**src/rtl/aud_rx_pkg.sv**
```systemverilog
package aud_rx_pkg;

  localparam int WORD_W = 24;
  localparam int BCNT_W = 7;
  localparam int DIV_W  = 4;
  localparam int LEN_W  = 5;

  // Length of the word carried by a format code.
  function automatic logic [LEN_W-1:0] fmt_len(input logic [2:0] f);
    case (f)
      3'd1:    return LEN_W'(24);
      3'd2:    return LEN_W'(20);
      3'd3:    return LEN_W'(18);
      3'd4:    return LEN_W'(16);
      default: return LEN_W'(24);
    endcase
  endfunction

  // Left-justified framing is every code outside 1..4.
  function automatic logic fmt_is_lj(input logic [2:0] f);
    return !((f >= 3'd1) && (f <= 3'd4));
  endfunction

  // Keep the low n bits and copy bit n-1 upward.
  function automatic logic [WORD_W-1:0] sext_word(input logic [WORD_W-1:0] sr,
                                                 input logic [LEN_W-1:0] n);
    logic [WORD_W-1:0] w;
    for (int i = 0; i < WORD_W; i++) begin
      w[i] = (LEN_W'(i) < n) ? sr[i] : sr[n - LEN_W'(1)];
    end
    return w;
  endfunction

  // Master cycles per internal bit tick, by ratio code.
  function automatic logic [DIV_W-1:0] int_div(input logic [2:0] r);
    case (r)
      3'd0:    return DIV_W'(2);
      3'd1:    return DIV_W'(4);
      3'd2:    return DIV_W'(4);
      3'd3:    return DIV_W'(8);
      3'd4:    return DIV_W'(8);
      default: return DIV_W'(4);
    endcase
  endfunction

endpackage

```
**src/rtl/aud_rx_sync.sv**
```systemverilog
module aud_rx_sync #(
  parameter int W      = 3,
  parameter int STAGES = 2
) (
  input  logic         clk,
  input  logic         rst_n,
  input  logic [W-1:0] d_i,
  output logic [W-1:0] q_o
);

  logic [W-1:0] pipe [STAGES];

  always_ff @(posedge clk or negedge rst_n) begin
    if (!rst_n) begin
      for (int s = 0; s < STAGES; s++) pipe[s] <= '0;
    end else begin
      pipe[0] <= d_i;
      for (int s = 1; s < STAGES; s++) pipe[s] <= pipe[s-1];
    end
  end

  assign q_o = pipe[STAGES-1];

endmodule

```
**src/rtl/aud_rx_clkmode.sv**
```systemverilog
module aud_rx_clkmode
  import aud_rx_pkg::*;
#(
  parameter int ENTRY_EDGES  = 16,
  parameter int IDLE_PERIODS = 2
) (
  input  logic       clk,
  input  logic       rst_n,
  input  logic       lrck_edge,
  input  logic       lrck_rise,
  input  logic       sclk_rise,
  input  logic [2:0] ratio_sel,
  output logic       bit_tick,
  output logic       ext_mode,
  output logic       mode_flip
);

  localparam int EW = $clog2(ENTRY_EDGES + 1);
  localparam int IW = $clog2(IDLE_PERIODS + 1);

  logic [2:0]       ratio_act;
  logic [DIV_W-1:0] div_cnt;
  logic [DIV_W-1:0] div_val;
  logic [EW-1:0]    edge_cnt;
  logic [IW-1:0]    idle_cnt;
  logic             seen_edge;
  logic             int_tick;
  logic             enter_ext;
  logic             leave_ext;

  assign div_val   = int_div(ratio_act);
  assign int_tick  = !lrck_edge && (div_cnt == (div_val >> 1));
  assign enter_ext = !ext_mode && sclk_rise && !lrck_edge &&
                     (edge_cnt == EW'(ENTRY_EDGES - 1));
  assign leave_ext = ext_mode && lrck_rise && !seen_edge && !sclk_rise &&
                     (idle_cnt == IW'(IDLE_PERIODS - 1));
  assign mode_flip = enter_ext || leave_ext;
  assign bit_tick  = ext_mode ? sclk_rise : int_tick;

  // Internal divider, restarted by every word-select edge.
  always_ff @(posedge clk or negedge rst_n) begin
    if (!rst_n) begin
      ratio_act <= 3'd2;
      div_cnt   <= '0;
    end else begin
      if (lrck_rise) ratio_act <= ratio_sel;
      if (lrck_edge)                      div_cnt <= DIV_W'(1);
      else if (div_cnt == div_val - 1'b1) div_cnt <= '0;
      else                                div_cnt <= div_cnt + 1'b1;
    end
  end

  // Clock source selection.
  always_ff @(posedge clk or negedge rst_n) begin
    if (!rst_n) begin
      ext_mode  <= 1'b0;
      edge_cnt  <= '0;
      idle_cnt  <= '0;
      seen_edge <= 1'b0;
    end else begin
      if (enter_ext)      ext_mode <= 1'b1;
      else if (leave_ext) ext_mode <= 1'b0;

      if (lrck_edge)
        edge_cnt <= sclk_rise ? EW'(1) : '0;
      else if (sclk_rise && (edge_cnt != EW'(ENTRY_EDGES)))
        edge_cnt <= edge_cnt + 1'b1;

      if (lrck_rise) begin
        seen_edge <= sclk_rise;
        if (seen_edge || sclk_rise || leave_ext) idle_cnt <= '0;
        else if (idle_cnt != IW'(IDLE_PERIODS))  idle_cnt <= idle_cnt + 1'b1;
      end else begin
        seen_edge <= seen_edge || sclk_rise;
        if (enter_ext) idle_cnt <= '0;
      end
    end
  end

endmodule

```
**src/rtl/aud_rx_framer.sv**
```systemverilog
module aud_rx_framer
  import aud_rx_pkg::*;
#(
  parameter int W  = WORD_W,
  parameter int CW = BCNT_W
) (
  input  logic         clk,
  input  logic         rst_n,
  input  logic         bit_tick,
  input  logic         sdata,
  input  logic         lrck_edge,
  input  logic         lrck_rise,
  input  logic         lrck_lvl,
  input  logic [2:0]   fmt_sel,
  input  logic         disarm,
  output logic [W-1:0] left_o,
  output logic [W-1:0] right_o,
  output logic         valid_o,
  output logic         short_err_o,
  output logic [2:0]   word_fmt_o
);

  logic [2:0]       fmt_act;
  logic [W-1:0]     shreg;
  logic [CW-1:0]    bcnt;
  logic             armed;
  logic             left_ok;
  logic [W-1:0]     left_hold;
  logic             is_lj;
  logic [LEN_W-1:0] need;
  logic             live;
  logic             short_ph;
  logic             good_ph;
  logic             capture;
  logic [W-1:0]     word;
  logic             ending_left;

  assign is_lj       = fmt_is_lj(fmt_act);
  assign need        = fmt_len(fmt_act);
  assign live        = armed && (bcnt != '0);
  assign short_ph    = live && (bcnt < CW'(need));
  assign good_ph     = live && !short_ph;
  assign capture     = bit_tick && (!is_lj || (bcnt < CW'(W)));
  assign word        = is_lj ? shreg : sext_word(shreg, need);
  assign ending_left = !lrck_lvl;

  always_ff @(posedge clk or negedge rst_n) begin
    if (!rst_n) begin
      fmt_act     <= 3'd0;
      shreg       <= '0;
      bcnt        <= '0;
      armed       <= 1'b0;
      left_ok     <= 1'b0;
      left_hold   <= '0;
      left_o      <= '0;
      right_o     <= '0;
      valid_o     <= 1'b0;
      short_err_o <= 1'b0;
      word_fmt_o  <= 3'd0;
    end else begin
      valid_o <= 1'b0;
      if (lrck_rise) fmt_act <= fmt_sel;

      if (lrck_edge) begin
        bcnt <= bit_tick ? CW'(1) : '0;
        if (bit_tick) shreg <= {shreg[W-2:0], sdata};
        if (ending_left) begin
          left_ok   <= good_ph;
          left_hold <= word;
        end else begin
          if (good_ph && left_ok) begin
            left_o     <= left_hold;
            right_o    <= word;
            valid_o    <= 1'b1;
            word_fmt_o <= fmt_act;
          end
          left_ok <= 1'b0;
        end
        if (short_ph) short_err_o <= 1'b1;
      end else begin
        if (bit_tick && (bcnt != '1)) bcnt <= bcnt + 1'b1;
        if (capture) shreg <= {shreg[W-2:0], sdata};
      end

      if (disarm) begin
        armed   <= 1'b0;
        left_ok <= 1'b0;
      end else if (lrck_edge) begin
        armed <= 1'b1;
      end
    end
  end

endmodule

```
**src/rtl/aud_serial_rx.sv**
```systemverilog
module aud_serial_rx
  import aud_rx_pkg::*;
#(
  parameter int SYNC_STAGES  = 2,
  parameter int ENTRY_EDGES  = 16,
  parameter int IDLE_PERIODS = 2
) (
  input  logic              clk,
  input  logic              rst_n,
  input  logic [2:0]        ratio_sel,
  input  logic [2:0]        fmt_sel,
  input  logic              lrck_i,
  input  logic              sclk_i,
  input  logic              sdata_i,
  output logic [WORD_W-1:0] left_o,
  output logic [WORD_W-1:0] right_o,
  output logic              valid_o,
  output logic              short_err_o,
  output logic              ext_clk_o
);

  logic [2:0] pins_s;
  logic       lrck_s, sclk_s, sdata_s;
  logic       lrck_p, sclk_p;
  logic       lrck_edge, lrck_rise, sclk_rise;
  logic       bit_tick, mode_flip;
  logic [2:0] word_fmt;

  aud_rx_sync #(.W(3), .STAGES(SYNC_STAGES)) u_sync (
    .clk   (clk),
    .rst_n (rst_n),
    .d_i   ({lrck_i, sclk_i, sdata_i}),
    .q_o   (pins_s)
  );

  assign {lrck_s, sclk_s, sdata_s} = pins_s;

  always_ff @(posedge clk or negedge rst_n) begin
    if (!rst_n) begin
      lrck_p <= 1'b0;
      sclk_p <= 1'b0;
    end else begin
      lrck_p <= lrck_s;
      sclk_p <= sclk_s;
    end
  end

  assign lrck_edge = lrck_s ^ lrck_p;
  assign lrck_rise = lrck_s & ~lrck_p;
  assign sclk_rise = sclk_s & ~sclk_p;

  aud_rx_clkmode #(.ENTRY_EDGES(ENTRY_EDGES), .IDLE_PERIODS(IDLE_PERIODS)) u_clkmode (
    .clk       (clk),
    .rst_n     (rst_n),
    .lrck_edge (lrck_edge),
    .lrck_rise (lrck_rise),
    .sclk_rise (sclk_rise),
    .ratio_sel (ratio_sel),
    .bit_tick  (bit_tick),
    .ext_mode  (ext_clk_o),
    .mode_flip (mode_flip)
  );

  aud_rx_framer #(.W(WORD_W), .CW(BCNT_W)) u_framer (
    .clk         (clk),
    .rst_n       (rst_n),
    .bit_tick    (bit_tick),
    .sdata       (sdata_s),
    .lrck_edge   (lrck_edge),
    .lrck_rise   (lrck_rise),
    .lrck_lvl    (lrck_s),
    .fmt_sel     (fmt_sel),
    .disarm      (mode_flip),
    .left_o      (left_o),
    .right_o     (right_o),
    .valid_o     (valid_o),
    .short_err_o (short_err_o),
    .word_fmt_o  (word_fmt)
  );

endmodule

```
**config.mk**
```make
export PLATFORM = sky130hd
export DESIGN_NAME = aud_serial_rx
export DESIGN_NICKNAME = d
export VERILOG_FILES = /design/src/rtl/aud_rx_pkg.sv /design/src/rtl/aud_rx_sync.sv /design/src/rtl/aud_rx_clkmode.sv /design/src/rtl/aud_rx_framer.sv /design/src/rtl/aud_serial_rx.sv
export SDC_FILE = /design/constraint.sdc
export NUM_CORES = 1
export LEC_CHECK = 0
export ABC_AREA = 1
export BUFFER_PORTS_ARGS = -buffer_cell sky130_fd_sc_hd__buf_2
export CORE_AREA = 8 8 111 113
export CTS_BUF_LIST = sky130_fd_sc_hd__clkbuf_8
export CTS_CLUSTER_DIAMETER = 60
export DETAILED_ROUTE_END_ITERATION = 16
export DIE_AREA = 0 0 119 121
export GPL_ROUTABILITY_DRIVEN = 0
export HOLD_SLACK_MARGIN = 0.08
export PLACE_DENSITY_LB_ADDON = 0.2
export SLEW_MARGIN = 40
export SYNTH_ARGS = -nofsm -noshare
export SYNTH_HDL_FRONTEND = slang
export SYNTH_SLANG_ARGS = --single-unit
```
**constraint.sdc**
```tcl
create_clock -name clk -period 3.6 [get_ports clk]
set_clock_uncertainty 0.05 [all_clocks]
set_input_delay 0.36 -clock clk [delete_from_list [all_inputs] [get_ports clk]]
set_output_delay 0.36 -clock clk [all_outputs]
set_load 0.05 [all_outputs]
```
# == Word-level counts from Yosys, hierarchy flattened ==
# Cells that the tools add are included.
# classes
add_sub_neg,6
mul,0
div_mod_pow,0
n_lt_le_gt_ge,29
eq_ne,14
shift,0
muxes,56
bitwise_logic,6
reduce_logical,39
# op_table
op,n
$mux 24,4
$lt 4x5->1 const A,8
$lt 5x5->1 const A,8
$mux 1,39
$lt 3x5->1 const A,4
$logic_and 1x1->1,16
$mux 7,2
$pmux 4 s3,1
$reduce_bool 2->1,6
$lt 1x5->1 const A,2
$lt 2x5->1 const A,2
$mux 5,2
$eq 3x2->1 const B,3
$mux 2,4
$mux 4,2
$pmux 4 s2,1
$reduce_and 2->1,4
$add 7x1->7 const B,1
$lt 7x5->1,1
$lt 7x5->1 const B,1
$ne 7x7->1 const B,1
$reduce_bool 7->1,1
$eq 3x3->1 const B,2
$lt 5x6->1 const B,1
23 further kinds,34
# word_totals
regBits,134
latchBits,0
ram_bits,0
rom_bits,0
in_bits,11
wordCells,170
mem_count,0

# == Longest topological paths before layout ==
# Gate-level depths: netlist of run 1.
# logic_depth
depth_word,10
mapped_depth,15

# == Cells and area by module ==
# A second synthesis of run 1 with hierarchy kept.
# unflattened
cells_unflattened,649
area_unflattened_um2,5880.6
# modules_own_cells
module,instances,cells_each,area_each_um2,seq_area_each_um2
aud_rx_framer,1,509,4682.0,2827.7
aud_rx_clkmode,1,124,945.9,401.6
aud_rx_sync,1,9,172.7,150.1
aud_serial_rx,1,7,80.1,50.0

# == Worst setup path before layout of run 1 ==
# Ideal clock, no wire load.
# synth_timing
kind,register -> register
startpoint,register u_framer.fmt_act[0]
endpoint,register u_framer.right_o[16]
setup_time_ns,0.118
arrival_ns,1.849
required_ns,3.432
slack_ns,1.584
stages_incl_launch_ff,15
path_buffers,2
period_less_slack_ns,2.016
cell_sequence,dfrtp_1 > inv_1 > nand3_1 > inv_1 > nor2_1 > nand2_1 > ha_1 > and3_1 > nand2_1 > nand2_2 > nand4_4 > buf_6 > buf_6 > nand2_1 > nand2_1
# synth_via
elab_chain_cells,8
# synth_lines
element,line_no,source
start: declaration,aud_rx_framer.sv:23,logic [2:0] fmt_act;
start signal: assignment,aud_rx_framer.sv:62,if (lrck_rise) fmt_act <= fmt_sel;
branches (longest 8 deep; another with $sub 5x1->5),--,
end signal: assignment,aud_rx_framer.sv:73,right_o <= word;
end: declaration,aud_rx_framer.sv:17,"output logic [W-1:0] right_o,"
# Several ways; the timed one is not identified. The select of a mux whose other input is x is not followed.
# A chain may end at the register's enable or synchronous reset.

# == Worst setup path after layout of run 1 ==
# layout_timing
startpoint,register u_framer.fmt_act[0]
endpoint,register u_framer.right_o[14]
# The elaborated chain is that of the path after synthesis.

==> metrics.log, run 1 <==
[metrics] outcome: finished, final reports clean
[metrics] cell class contributing the biggest share of worst-path delay: simple AND/OR/NAND/NOR gates
[metrics] chain of cells forming the critical path: inv_1 -> nand3_1 -> inv_1 -> nor2_1 -> nand2_1 -> ha_1 -> and3_1 -> nand2_1 -> nand2_2 -> nand4_4 -> buf_4 -> nand2_1 -> o21ai_1
[metrics] total number of vias: 4176
[metrics] pin count of the biggest net entering global routing: 82
[metrics] Antenna Diode Count: 0
[metrics] Buffers & Inverters on Critical Path: 3
[metrics] Total GRT Usage: 16.4%
[metrics] fraction of the mapped netlist area in adder cells: 2.64%
[metrics] total wirelength of the detailed-routed design: 11.2 mm
[metrics] max-slew violation total from the final report: 0
[metrics] most frequent cells in the layout: nand2_1, dfrtp_1, inv_1
[metrics] post-route cell area: 6560 sq um
[metrics] Die Span X: 119 um
[metrics] share of the clock period used by the worst path: 79.5%
[metrics] number of buffers created by CTS: 17
[metrics] aggregate negative setup slack: 0 ns
[metrics] number of flops mapped to enable cells by yosys: 0
[metrics] Clock Root Buffer: clkbuf_8
[metrics] leading cell type in the layout, fill and taps excluded: nand2_1
[metrics] share of cell area taken by muxes after synthesis: 0%
[metrics] Net Count, Synth: 638
[metrics] overall overflow remaining after global route: 0
[metrics] cell area reported after detailed placement: 6080 sq um
[metrics] Top-Level Pins: 62
[metrics] startpoint types: flip-flop
[metrics] count of buffers inserted at the top-level ports: 61
[metrics] area fraction in and, or, nand and nor cells after synthesis: 17.4%
[metrics] via count of the first global-routing pass: 4072
[metrics] shortest period the worst path allows: 2.86 ns
[metrics] final core occ: 61.9%
[metrics] H-tree lvl count: 4
[metrics] Sinks on Clock Net: 134
[metrics] placed wire-length estimate after detailed placement: 7.65 mm
[metrics] y dimension of the die: 121 um
[metrics] CP endpoint kind: flip-flop
[metrics] layout cell share with drive strength beyond 1: 17.8%
[metrics] synthesized-area fraction occupied by ao, oa, aoi and oai cells: 12.2%
[metrics] leading register cell type out of synthesis: dfrtp_1
[metrics] largest family of logic cells by synthesized area: simple AND/OR/NAND/NOR gates
[metrics] effective utilization at floorplan: 53.6%
[metrics] asr flop ratio synth: 100%
[metrics] max capacitance violation total: 0
[metrics] total iterations of the first detailed-routing run: 5
[metrics] maximum buffer depth of the clock tree: 2
[metrics] data arrival at the endpoint of the critical path: 3.10 ns
[metrics] Critical Setup Path Class: flip-flop to flip-flop
[metrics] full die area: 14400 sq um
[metrics] max_slew headroom: 53.2%
[metrics] global-route wire length before repair: 19.5 mm
[metrics] number of standard-cell rows in the floorplan: 38
[metrics] class of the tightest hold or removal check: input pin to flip-flop
[metrics] standby leakage power: 3.26 nW
[metrics] achievable clock frequency: 349 MHz
[metrics] syn avg cell area: 9.25 sq um
[metrics] Unique masters post-synth: 34
[metrics] Yosys warnings: 0
[metrics] Skew-Pair Late Insertion Delay: 0.42 ns
[metrics] antenna violations before repair: 0
[metrics] critical path fanouts, max: 52
[metrics] count of instances resized after the clock tree is built: 0
[metrics] post-synthesis instance total: 615
[metrics] cell with the biggest individual delay on the critical path: nand4_4
[metrics] DRC Markers: 0
[metrics] area growth from synthesis to final layout: 15.3%
[metrics] total power density per cell area: 504 nW/um^2
[metrics] XOR/XNOR share of the synthesized area: 0.924%
[metrics] RSZ-0062 raised after global routing: no
[metrics] Yosys reg bits: 134
[metrics] antenna-violating nets left: 0
[metrics] part of the Yosys area used for sequential elements: 59.0%
[metrics] most common cell type on the critical path: nand2_1
[metrics] violation count after the first detailed-route iteration: 379
[metrics] required time reported for the critical path endpoint: 3.84 ns
[metrics] Max rail drop VDD: 0.264 mV
[metrics] transition at the pin with the smallest max-transition slack: 0.701 ns
[metrics] TritonCTS clock tree: yes
[metrics] Net count, final: 706
[metrics] cell area after technology mapping: 5690 sq um
[metrics] core area: 10600 sq um
[metrics] slowest cell delay on critical path: 0.53 ns
[metrics] setup violation total in the final timing report: 0
[metrics] wire per inst: 13.4 um
[metrics] clock input transition at the sequential cells of the worst setup and hold paths: 0.08 ns
[metrics] Final Hold Vio Count: 0
[metrics] per-cell via count in the routed design: 5.00
path summary, 6_finish.rpt:
| kind | depth (start not counted) | slack (ns) | end | from |
|---|---|---|---|---|
| worst max-delay path | 13 | 0.74 | u_framer.right_o[14]$_DFFE_PN0P_ | u_framer.fmt_act[0]$_DFFE_PN0P_ |
| max in group asynchronous | 3 | 2.17 | u_framer.bcnt[1]$_DFFE_PN0P_ | rst_n |
| worst max register to register | 13 | 0.74 | u_framer.right_o[14]$_DFFE_PN0P_ | u_framer.fmt_act[0]$_DFFE_PN0P_ |
| worst min register to register | 0 | 0.31 | u_sync.q_o[1]$_DFF_PN0_ | u_sync.pipe[4]$_DFF_PN0_ |
| min in group asynchronous | 2 | 0.47 | u_framer.left_o[22]$_DFFE_PN0P_ | rst_n |
| worst min-delay path | 3 | 0.11 | u_clkmode.ratio_act[1]$_DFFE_PN1P_ | ratio_sel[1] |
report_power, final:
part           switching [mW]  leakage [nW]  internal [mW]
Sequential             0.0652          1.81           1.60
Clock                   0.571         0.207          0.719
Combinational           0.241          1.24          0.110
tightest hold or removal path: cells and delay by family:
| kind | cells | cell delay [ns] |
|---|---|---|
| buffers and inverters | 1 | 0.08 |
| AOI/OAI and AO/OA | 1 | 0.07 |
| and+or+nand+nor | 1 | 0.04 |
cell type report:
type	instances	area [sq um]
clock inverter	13	155
multi-input combinational	376	1880
sequential	134	3350
fill	920	4040
inverter	81	304
tap	140	175
clock buffer	19	262
timing repair buffer	73	425
metal layers:
layer  track usage, %  up-vias  wire length (um)
met5                0        -                 0
met4             5.93        0               138
met1             21.2     1968              5140
met2             26.3       96              5360
met3             4.28       13               569
li1                 -     2099                 -
timing repair:
action | 4_1_cts | 5_1_grt
buffers inserted | 0 | 0
hold buffers | 6 | 0
hold endpoints to repair | 57 | 0
state kept, by name, summed over array words and instances, names as in the netlist, 2 cells and up:
name                 count
u_clkmode.div_cnt        4
u_clkmode.edge_cnt       5
u_clkmode.idle_cnt       2
u_clkmode.ratio_act      3
u_framer.bcnt            7
u_framer.fmt_act         3
u_framer.left_hold      24
u_framer.left_o         24
u_framer.right_o        24
u_framer.shreg          24
u_sync.pipe              3
u_sync.q_o               3
kinds of logic after synthesis:
group / after synthesis
AOI/OAI and AO/OA: 124
xor gates and xnor gates: 6
adders and majority gates: 12
buffers and inverters: 105
DFF: 134
and+or+nand+nor: 234
cell usage after synthesis (2+ instances only):
library cell | n | share of area [%]
nand2_2 | 2 | 0.22
xor2_1 | 5 | 0.77
nand3_1 | 26 | 2.3
ha_1 | 12 | 2.6
o211ai_1 | 2 | 0.26
a21oi_1 | 7 | 0.62
buf_6 | 6 | 1.2
dfrtp_1 | 133 | 59
o21ai_0 | 53 | 4.7
clkbuf_1 | 10 | 0.66
o21ai_1 | 43 | 3.8
nor3_1 | 3 | 0.26
nand4_1 | 6 | 0.66
inv_2 | 3 | 0.20
nor2_2 | 3 | 0.33
nor2_1 | 19 | 1.3
o21ai_2 | 14 | 2.2
buf_2 | 8 | 0.70
inv_1 | 78 | 5.1
nand2_1 | 168 | 11
metrics by stage:
stage	hold WS (ns)	setup WS (ns)	power (mW)	instances
2_1_floorplan	0.0144	1.58	1.95	615
3_3_place_gp	0.287	0.805	2.02	798
3_5_place_dp	0.290	0.742	2.04	798
4_1_cts	0.0971	0.718	3.34	836
5_1_grt	0.0993	0.421	3.47	836
6_report	0.115	0.737	3.31	836
No activity file was read; power rests on OpenSTA's default activity.
==> inputs of run 2 (changes only) <==
==> constraint.sdc (replaced) <==
create_clock -name clk -period 2.4 [get_ports clk]
set_clock_uncertainty 0.05 [all_clocks]
set_input_delay 0.24 -clock clk [delete_from_list [all_inputs] [get_ports clk]]
set_output_delay 0.24 -clock clk [all_outputs]
set_load 0.05 [all_outputs]
==> run 2 against run 1 <==
Against the previous run:
- register-to-register slack got worse by 0.59 ns
- first-iteration DRC count grew 25%
- global-route usage is 0.58 points higher
- utilization rose by 2.3 points
- largest cell class unchanged
- die area stayed put
- setup slack got worse by 0.59 ns
- clock power grew 47%
- largest power group unchanged
- combinational power grew 60%
- count of clock-buffer cells in the layout stayed put
- critical path depth is the same
- sequential cell count unchanged
==> metrics.log, run 2 (synthesized netlist as in run 1, its figures left out) <==
[metrics] Antenna Diode Count: 0
[metrics] class of the tightest hold or removal check: input pin to async pin
[metrics] core area: 10600 sq um
[metrics] y dimension of the die: 121 um
[metrics] most frequent cells in the layout: nand2_1, dfrtp_1, inv_1
[metrics] Sinks on Clock Net: 134
[metrics] antenna-violating nets left: 0
[metrics] total number of vias: 4394
[metrics] total iterations of the first detailed-routing run: 6
[metrics] slowest cell delay on critical path: 0.39 ns
[metrics] cell class contributing the biggest share of worst-path delay: simple AND/OR/NAND/NOR gates
[metrics] maximum buffer depth of the clock tree: 2
[metrics] global-route wire length before repair: 20.1 mm
[metrics] per-cell via count in the routed design: 5.18
[metrics] logic depth of the worst register-to-register path: 13
[metrics] Critical Setup Path Class: flip-flop to flip-flop
[metrics] achievable clock frequency: 444 MHz
[metrics] Worst Setup Slack, final: 0.148 ns
[metrics] outcome: finished, final reports clean
[metrics] Skew-Pair Late Insertion Delay: 0.43 ns
[metrics] DRC Markers: 0
[metrics] count of buffers inserted at the top-level ports: 61
[metrics] wire per inst: 14.8 um
[metrics] Clock Root Buffer: clkbuf_8
[metrics] required time reported for the critical path endpoint: 2.66 ns
[metrics] startpoint types: flip-flop
[metrics] area growth from synthesis to final layout: 19.7%
[metrics] H-tree lvl count: 4
[metrics] standby leakage power: 3.39 nW
[metrics] full die area: 14400 sq um
[metrics] total power density per cell area: 730 nW/um^2
[metrics] Net count, final: 720
[metrics] overall overflow remaining after global route: 0
[metrics] number of standard-cell rows in the floorplan: 38
[metrics] Filler Cells Inserted: 861
[metrics] data arrival at the endpoint of the critical path: 2.51 ns
[metrics] chain of cells forming the critical path: inv_1 -> nand3_2 -> inv_1 -> nor2_4 -> nand2_2 -> ha_1 -> and3_1 -> nand2_1 -> nand2_2 -> nand4_4 -> buf_12 -> buf_6 -> o21ai_1
[metrics] max_slew headroom: 61.1%
[metrics] CP endpoint kind: flip-flop
[metrics] R2R Setup Slk: 0.15 ns
[metrics] max capacitance violation total: 0
[metrics] FF-to-FF End: u_framer.right_o[5]$_DFFE_PN0P_
[metrics] shortest period the worst path allows: 2.25 ns
[metrics] Max rail drop VDD: 0.379 mV
[metrics] violation count after the first detailed-route iteration: 472
[metrics] critical path depth: 13
[metrics] cell with the biggest individual delay on the critical path: dfrtp_1
[metrics] transition at the pin with the smallest max-transition slack: 0.583 ns
[metrics] setup violation total in the final timing report: 0
[metrics] Final Hold Vio Count: 0
[metrics] via count of the first global-routing pass: 4394
[metrics] total wirelength of the detailed-routed design: 12.5 mm
[metrics] Die Span X: 119 um
[metrics] r2r startpoint: u_framer.fmt_act[0]$_DFFE_PN0P_
[metrics] Top-Level Pins: 62
[metrics] TritonCTS clock tree: yes
[metrics] antenna violations before repair: 0
[metrics] clock input transition at the sequential cells of the worst setup and hold paths: 0.07 ns
[metrics] pin count of the biggest net entering global routing: 71
[metrics] critical path fanouts, max: 17
[metrics] worst hold margin: 0.285 ns
[metrics] Total GRT Usage: 17.0%
[metrics] effective utilization at floorplan: 53.6%
[metrics] placed wire-length estimate after detailed placement: 7.74 mm
[metrics] Buffers & Inverters on Critical Path: 4
[metrics] max-slew violation total from the final report: 0
[metrics] number of buffers created by CTS: 17
[metrics] layout cell share with drive strength beyond 1: 19.2%
[metrics] leading cell type in the layout, fill and taps excluded: nand2_1
[metrics] pre-CTS setup slack: 0.0728 ns
[metrics] final core occ: 64.2%
[metrics] share of the clock period used by the worst path: 93.8%
run 2: layout make-up:
class / count / area, sq um / area share [%]
tap: 140 / 175 / 2.57
timing repair buffer: 87 / 676 / 9.93
inverter: 81 / 307 / 4.50
clock buffer: 19 / 262 / 3.84
sequential: 134 / 3350 / 49.3
multi-input combinational: 376 / 1900 / 27.9
clock inverter: 11 / 134 / 1.97
run 2: how the worst max path moves through the flow:
stage                                                from                          endpoint  slack (ns)
after floorplan           u_framer.fmt_act[0]$_DFFE_PN0P_  u_framer.right_o[16]$_DFFE_PN0P_        0.38
after global placement    u_framer.fmt_act[0]$_DFFE_PN0P_  u_framer.right_o[17]$_DFFE_PN0P_        0.19
after detailed placement  u_framer.fmt_act[0]$_DFFE_PN0P_  u_framer.right_o[20]$_DFFE_PN0P_        0.07
after CTS                 u_framer.fmt_act[0]$_DFFE_PN0P_  u_framer.right_o[20]$_DFFE_PN0P_        0.04
after global routing      u_framer.fmt_act[0]$_DFFE_PN0P_   u_framer.right_o[8]$_DFFE_PN0P_       -0.05
final                     u_framer.fmt_act[0]$_DFFE_PN0P_   u_framer.right_o[5]$_DFFE_PN0P_        0.15
run 2: stage by stage:
stage	instances	TNS, ns	area [sq um]	total power, mW
after floorplan	615	0	5690	2.92
after global placement	801	0	6140	3.05
after detailed placement	801	0	6140	3.08
after CTS	841	0	6640	4.98
after global routing	848	-0.178	6810	5.20
final	848	0	6810	4.97
run 2: routing by layer:
metal	GRT usage (%)	routed length, um	vias to the layer above
li1	-	-	2129
met1	20.6	5620	2127
met2	27.9	6100	121
met3	4.89	628	17
met4	7.59	189	0
met5	0	0	-
run 2: where the power goes:
part           leakage [nW]  internal [mW]  switching, mW
Combinational          1.37          0.185          0.377
Sequential             1.81           2.40          0.102
Clock                 0.210           1.06          0.841
run 2: repair_timing:
action | in CTS | in global routing
hold endpoints to repair | 50 | 0
setup buffers | 0 | 1
setup endpoints to repair | 0 | 48
gates resized for setup | 0 | 8
hold buffers | 10 | 0
run 2: worst register-to-register path: cells and delay by family (launching register included):
| kind | cells | cell delay, ns |
|---|---|---|
| simple gates | 7 | 0.72 |
| flops | 1 | 0.39 |
| buf+inv | 4 | 0.66 |
| fa+ha+maj | 1 | 0.24 |
| compound gates | 1 | 0.09 |
